--- src/rtl/kbd_digit_pkg.sv ---
package kbd_digit_pkg;

    localparam int BYTE_W   = 8;
    localparam int CODE_W   = 4;
    localparam int N_DIGITS = 10;

    localparam logic [BYTE_W-1:0] PFX_REL = 8'hF0;
    localparam logic [BYTE_W-1:0] PFX_EXT = 8'hE0;
    localparam logic [CODE_W-1:0] DASH    = 4'hB;

    typedef enum logic [1:0] {
        ST_IDLE    = 2'd0,
        ST_EXT     = 2'd1,
        ST_REL     = 2'd2,
        ST_EXT_REL = 2'd3
    } kd_state_t;

    // make codes indexed by digit value
    localparam logic [BYTE_W-1:0] MAIN_ROW [N_DIGITS] = '{
        8'h45, 8'h16, 8'h1E, 8'h26, 8'h25, 8'h2E, 8'h36, 8'h3D, 8'h3E, 8'h46
    };
    localparam logic [BYTE_W-1:0] KEYPAD [N_DIGITS] = '{
        8'h70, 8'h69, 8'h72, 8'h7A, 8'h6B, 8'h73, 8'h74, 8'h6C, 8'h75, 8'h7D
    };

endpackage

--- src/rtl/kbd_digit_map.sv ---
module kbd_digit_map
    import kbd_digit_pkg::*;
#(
    parameter bit KEYPAD_EN = 1'b1
) (
    input  logic [BYTE_W-1:0] byte_i,
    output logic              hit_o,
    output logic [CODE_W-1:0] val_o
);

    logic              row_hit;
    logic [CODE_W-1:0] row_val;
    logic              kp_hit;
    logic [CODE_W-1:0] kp_val;

    always_comb begin
        row_hit = 1'b0;
        row_val = DASH;
        for (int i = 0; i < N_DIGITS; i++) begin
            if (byte_i == MAIN_ROW[i]) begin
                row_hit = 1'b1;
                row_val = CODE_W'(i);
            end
        end
    end

    generate
        if (KEYPAD_EN) begin : g_keypad
            always_comb begin
                kp_hit = 1'b0;
                kp_val = DASH;
                for (int i = 0; i < N_DIGITS; i++) begin
                    if (byte_i == KEYPAD[i]) begin
                        kp_hit = 1'b1;
                        kp_val = CODE_W'(i);
                    end
                end
            end
        end else begin : g_no_keypad
            assign kp_hit = 1'b0;
            assign kp_val = DASH;
        end
    endgenerate

    assign hit_o = row_hit | kp_hit;
    assign val_o = row_hit ? row_val : (kp_hit ? kp_val : DASH);

endmodule

--- src/rtl/kbd_prefix_fsm.sv ---
module kbd_prefix_fsm
    import kbd_digit_pkg::*;
(
    input  logic              clk_i,
    input  logic              rst_i,
    input  logic [BYTE_W-1:0] byte_i,
    input  logic              stb_i,
    output logic              emit_o,
    output logic              ext_o
);

    kd_state_t state_q;
    kd_state_t state_d;
    logic      is_rel;
    logic      is_ext;

    assign is_rel = (byte_i == PFX_REL);
    assign is_ext = (byte_i == PFX_EXT);

    always_ff @(posedge clk_i) begin
        if (rst_i) state_q <= ST_IDLE;
        else       state_q <= state_d;
    end

    always_comb begin
        state_d = state_q;
        emit_o  = 1'b0;
        ext_o   = 1'b0;
        if (stb_i) begin
            unique case (state_q)
                ST_IDLE: begin
                    if (is_ext)      state_d = ST_EXT;      // go_ext
                    else if (is_rel) state_d = ST_REL;      // go_rel
                    else             emit_o  = 1'b1;        // emit
                end
                ST_EXT: begin
                    if (is_ext)      state_d = ST_EXT;      // hold
                    else if (is_rel) state_d = ST_EXT_REL;  // ext_rel
                    else begin                              // emit
                        emit_o  = 1'b1;
                        ext_o   = 1'b1;
                        state_d = ST_IDLE;
                    end
                end
                ST_REL: begin
                    if (is_rel)      state_d = ST_REL;      // hold
                    else if (is_ext) state_d = ST_EXT_REL;  // rel_ext
                    else             state_d = ST_IDLE;     // drop
                end
                ST_EXT_REL: begin
                    if (is_rel || is_ext) state_d = ST_EXT_REL; // hold
                    else                  state_d = ST_IDLE;    // drop
                end
                default: state_d = ST_IDLE;
            endcase
        end
    end

endmodule

--- src/rtl/kbd_out_reg.sv ---
module kbd_out_reg
    import kbd_digit_pkg::*;
(
    input  logic              clk_i,
    input  logic              rst_i,
    input  logic              emit_i,
    input  logic              ext_i,
    input  logic              hit_i,
    input  logic [CODE_W-1:0] val_i,
    output logic [CODE_W-1:0] code_o,
    output logic              shift_o
);

    always_ff @(posedge clk_i) begin
        if (rst_i) begin
            shift_o <= 1'b0;
            code_o  <= '0;
        end else begin
            shift_o <= emit_i;
            if (emit_i) begin
                code_o <= (ext_i || !hit_i) ? DASH : val_i;
            end
        end
    end

endmodule

--- src/rtl/kbd_digit_filter.sv ---
module kbd_digit_filter
    import kbd_digit_pkg::*;
#(
    parameter bit KEYPAD_EN = 1'b1
) (
    input  logic              clk_i,
    input  logic              rst_i,
    input  logic [BYTE_W-1:0] scan_byte_i,
    input  logic              scan_stb_i,
    output logic [CODE_W-1:0] digit_code_o,
    output logic              digit_shift_o
);

    logic              emit;
    logic              ext;
    logic              hit;
    logic [CODE_W-1:0] val;

    kbd_prefix_fsm u_fsm (
        .clk_i  (clk_i),
        .rst_i  (rst_i),
        .byte_i (scan_byte_i),
        .stb_i  (scan_stb_i),
        .emit_o (emit),
        .ext_o  (ext)
    );

    kbd_digit_map #(.KEYPAD_EN(KEYPAD_EN)) u_map (
        .byte_i (scan_byte_i),
        .hit_o  (hit),
        .val_o  (val)
    );

    kbd_out_reg u_out (
        .clk_i   (clk_i),
        .rst_i   (rst_i),
        .emit_i  (emit),
        .ext_i   (ext),
        .hit_i   (hit),
        .val_i   (val),
        .code_o  (digit_code_o),
        .shift_o (digit_shift_o)
    );

endmodule

--- config.mk ---
export PLATFORM = sky130hd
export DESIGN_NAME = kbd_digit_filter
export DESIGN_NICKNAME = d
export VERILOG_FILES = /design/src/rtl/kbd_digit_pkg.sv /design/src/rtl/kbd_digit_map.sv /design/src/rtl/kbd_prefix_fsm.sv /design/src/rtl/kbd_out_reg.sv /design/src/rtl/kbd_digit_filter.sv
export SDC_FILE = /design/constraint.sdc
export NUM_CORES = 1
export LEC_CHECK = 0
export ABC_CLOCK_PERIOD_IN_PS = 1980
export BUFFER_PORTS_ARGS = -buffer_cell sky130_fd_sc_hd__buf_4
export CORE_UTILIZATION = 55
export CTS_BUF_LIST = sky130_fd_sc_hd__clkbuf_8
export CTS_CLUSTER_DIAMETER = 150
export DETAILED_ROUTE_END_ITERATION = 16
export GPL_ROUTABILITY_DRIVEN = 1
export GPL_TIMING_DRIVEN = 0
export PLACE_DENSITY = 0.91
export SLEW_MARGIN = 5
export SYNTH_ARGS = -nofsm -noshare
export SYNTH_HDL_FRONTEND = slang
export SYNTH_SLANG_ARGS = --single-unit
--- constraint.sdc ---
create_clock -name clk_i -period 1.98 [get_ports clk_i]
set_clock_uncertainty 0.1 [all_clocks]
set_input_delay 0.396 -clock clk_i [delete_from_list [all_inputs] [get_ports clk_i]]
set_output_delay 0.396 -clock clk_i [all_outputs]
set_load 0.03 [all_outputs]
==> flow_summary.toml <==
[placement]
place_area_um2 = 842
placedCellCount = 115
hpwl_mm = 1.30
dpl_worst_slack_ps = -0.898
place.gp.congestion = 0.911
io_buffers = 14

[clock_tree]
holdBufCountCts = 0
cts_tree = "yes"
path_clk_slew_ps = 40
root_buffer = "clkbuf_8"
numCtsBuffers = 3
cts_resized = 0
cts_buffer_depth = 2
htreeDepth = 1
cts.sinks = 7
cts_setup_buffers = 0
insertion_delay_ps = 220

[timing]
finalCriticalPeriod_ps = 1730
max_slew_margin_pct = 78.4
finalHoldWorstSlack_ps = 282
fin_setup_tns_ps = 0
finalHoldViolations = 0
max_clock_freq_mhz = 579
fin_ws_ps = 253
rsz0062_at_grt = "false"
final.period_utilization_pct = 87.2
drv_slew = 0
tightestPinTransition_ps = 319
setup_violations = 0

[global_route]
grt_max_degree = 11
grt_first_pass_wirelength_mm = 2.84
use_met2_pct = 46.6
track_usage_pct = 27.5
gr-usage-met1_pct = 34.0
antenna_found_initial = 0
first_global_vias = 678
grt_busiest_layer = "met2"
overflow = 0
use_met3_pct = 2.91

[critical_path]
cp-start-kind = "primary input"
r2r-start = "u_fsm.state_q[1]$_SDFFE_PP0P_"
cp.required_ps = 1980
rrSetupSlack_ps = 840
reg2reg_depth = 5
arrival_ps = 1730
cp_max_fo = 10
path_class = "in -> reg"
cp-end-kind = "flip-flop"
r2r_end = "u_out.code_o[0]$_SDFFE_PP0P_"

[synthesis]
netlist_instances = 87
synth-seq-cells = 7
yosysTopAreaCell = "dfxtp_1"
synth.avg_cell_area_um2 = 8.27
synth.top_cell.area_share_pct = 19.5
synthArstFlopShare_pct = 0
synth-seq-area-share_pct = 19.5
ys_types = 43
synth_edf_count = 0
netlist_area_um2 = 719
synth_common_cells = "a21oi_1, dfxtp_1, nor2_1"
syn_nets = 98
synth_area_leaders = "dfxtp_1, a21oi_1, mux2i_1"
synthFlopType = "dfxtp_1"
ys_warn_count = 0

[final_layout]
drive_above_1_share_pct = 33.3
antenna_cells = 0
final_core_util_pct = 76.7
fin_nets = 117
fillers = 92
design_area_um2 = 887
area_growth_pct = 23.3
fin_cells = 119

[route]
detail-route-antenna-nets = 0
routedWlPerCell_um = 13.9
drtIter0Drc = 20
via_per_inst = 6.21
first_pass_iters = 4
drcViolationCount = 0
drt_wl_total_mm = 1.65
vias = 739

[floorplanning]
boundaryPins = 16
die_h_um = 38.2
row_count = 12
floorplan.core_area_mm2 = 0.00116
die_x_um = 38.2
die_area_mm2 = 0.00146
start_util_pct = 62.2

[hold_path]
hold_start = "rst_i"
holdPathStages = 2
hold_path_end = "u_out.shift_o$_SDFF_PP0_"
min_path_type = "in -> reg"

[pwr]
pwr_density_cell_mw_per_mm2 = 556
p_leak_nw = 0.362
p_total_mw = 0.494
peakVddDrop_mv = 0.303

[job]
drv_cap = 0

[run_status]
outcome = "finished clean"
[final cells by class]
type | instances | area, µm² | share of cell area [%]
plain buffers | 6 | 45.0 | 5.08
clock buffers | 3 | 41.3 | 4.65
clock inverters | 1 | 3.75 | 0.423
inverters | 4 | 15.0 | 1.69
multi-input cells | 70 | 519 | 58.5
flip-flops and latches | 7 | 140 | 15.8
well taps | 14 | 17.5 | 1.97
repair buffers | 14 | 105 | 11.8
[cell families (layout without fill, tap and decap cells)]
group,count (synthesis),in the layout,share of synthesized area [%]
muxes,3,3,4.17
and+or+nand+nor,36,36,32.3
xor gates and xnor gates,3,3,4.70
DFF,7,7,19.5
AOI/OAI and AO/OA,28,28,31.0
buffers and inverters,10,28,8.35
[registers in the layout, summed over array words and instances (netlist names)]
register / cells
u_out.shift_o: 1
u_fsm.state_q: 2
u_out.code_o: 4
[worst max path at each step]
stage / start / cells after the start / end
final: scan_byte_i[3] / 7 / u_out.code_o[0]$_SDFFE_PP0P_
after global routing: scan_byte_i[0] / 6 / u_out.code_o[1]$_SDFFE_PP0P_
after CTS: scan_byte_i[3] / 7 / u_out.code_o[0]$_SDFFE_PP0P_
after detailed placement: scan_byte_i[0] / 6 / u_out.code_o[1]$_SDFFE_PP0P_
after global placement: scan_byte_i[3] / 7 / u_out.code_o[0]$_SDFFE_PP0P_
after floorplan: scan_byte_i[5] / 6 / u_out.code_o[0]$_SDFFE_PP0P_
[cell usage in the layout (no fill, tap or decap), drive strengths merged, types with 2 or more instances in the layout]
cell type	netlist	routed
dfxtp	7	7
nor3	4	4
nor2	7	7
nand2b	5	5
buf	5	19
o21ai	4	4
a31oi	2	2
o21bai	2	2
nand2	3	3
o211ai	3	3
xnor2	2	2
nor3b	2	2
a21oi	7	7
mux2i	3	3
inv	4	5
clkbuf	1	4
nand3	3	3
nand3b	4	4
[report_power, final]
group | total, mW | internal (mW) | leakage (nW) | switching [mW]
registers | 0.154 | 0.150 | 0.0578 | 0.00419
logic | 0.147 | 0.0663 | 0.277 | 0.0802
clock network | 0.193 | 0.134 | 0.0269 | 0.0593
total | 0.494 | 0.350 | 0.362 | 0.144
[worst max-delay path, cell delays in order]
cell and delay (ps):
buf_4 130, buf_2 170, or4b_4 510, a21oi_1 140, o21ai_1 100, o211ai_1 160, a211oi_2 110
[layer usage]
layer  up-vias  wire [µm]
li1        363          -
met1       334        728
met2        38        801
met3         4         97
met4         0         27
met5         -          0
Power figures use the tool's default switching activity.
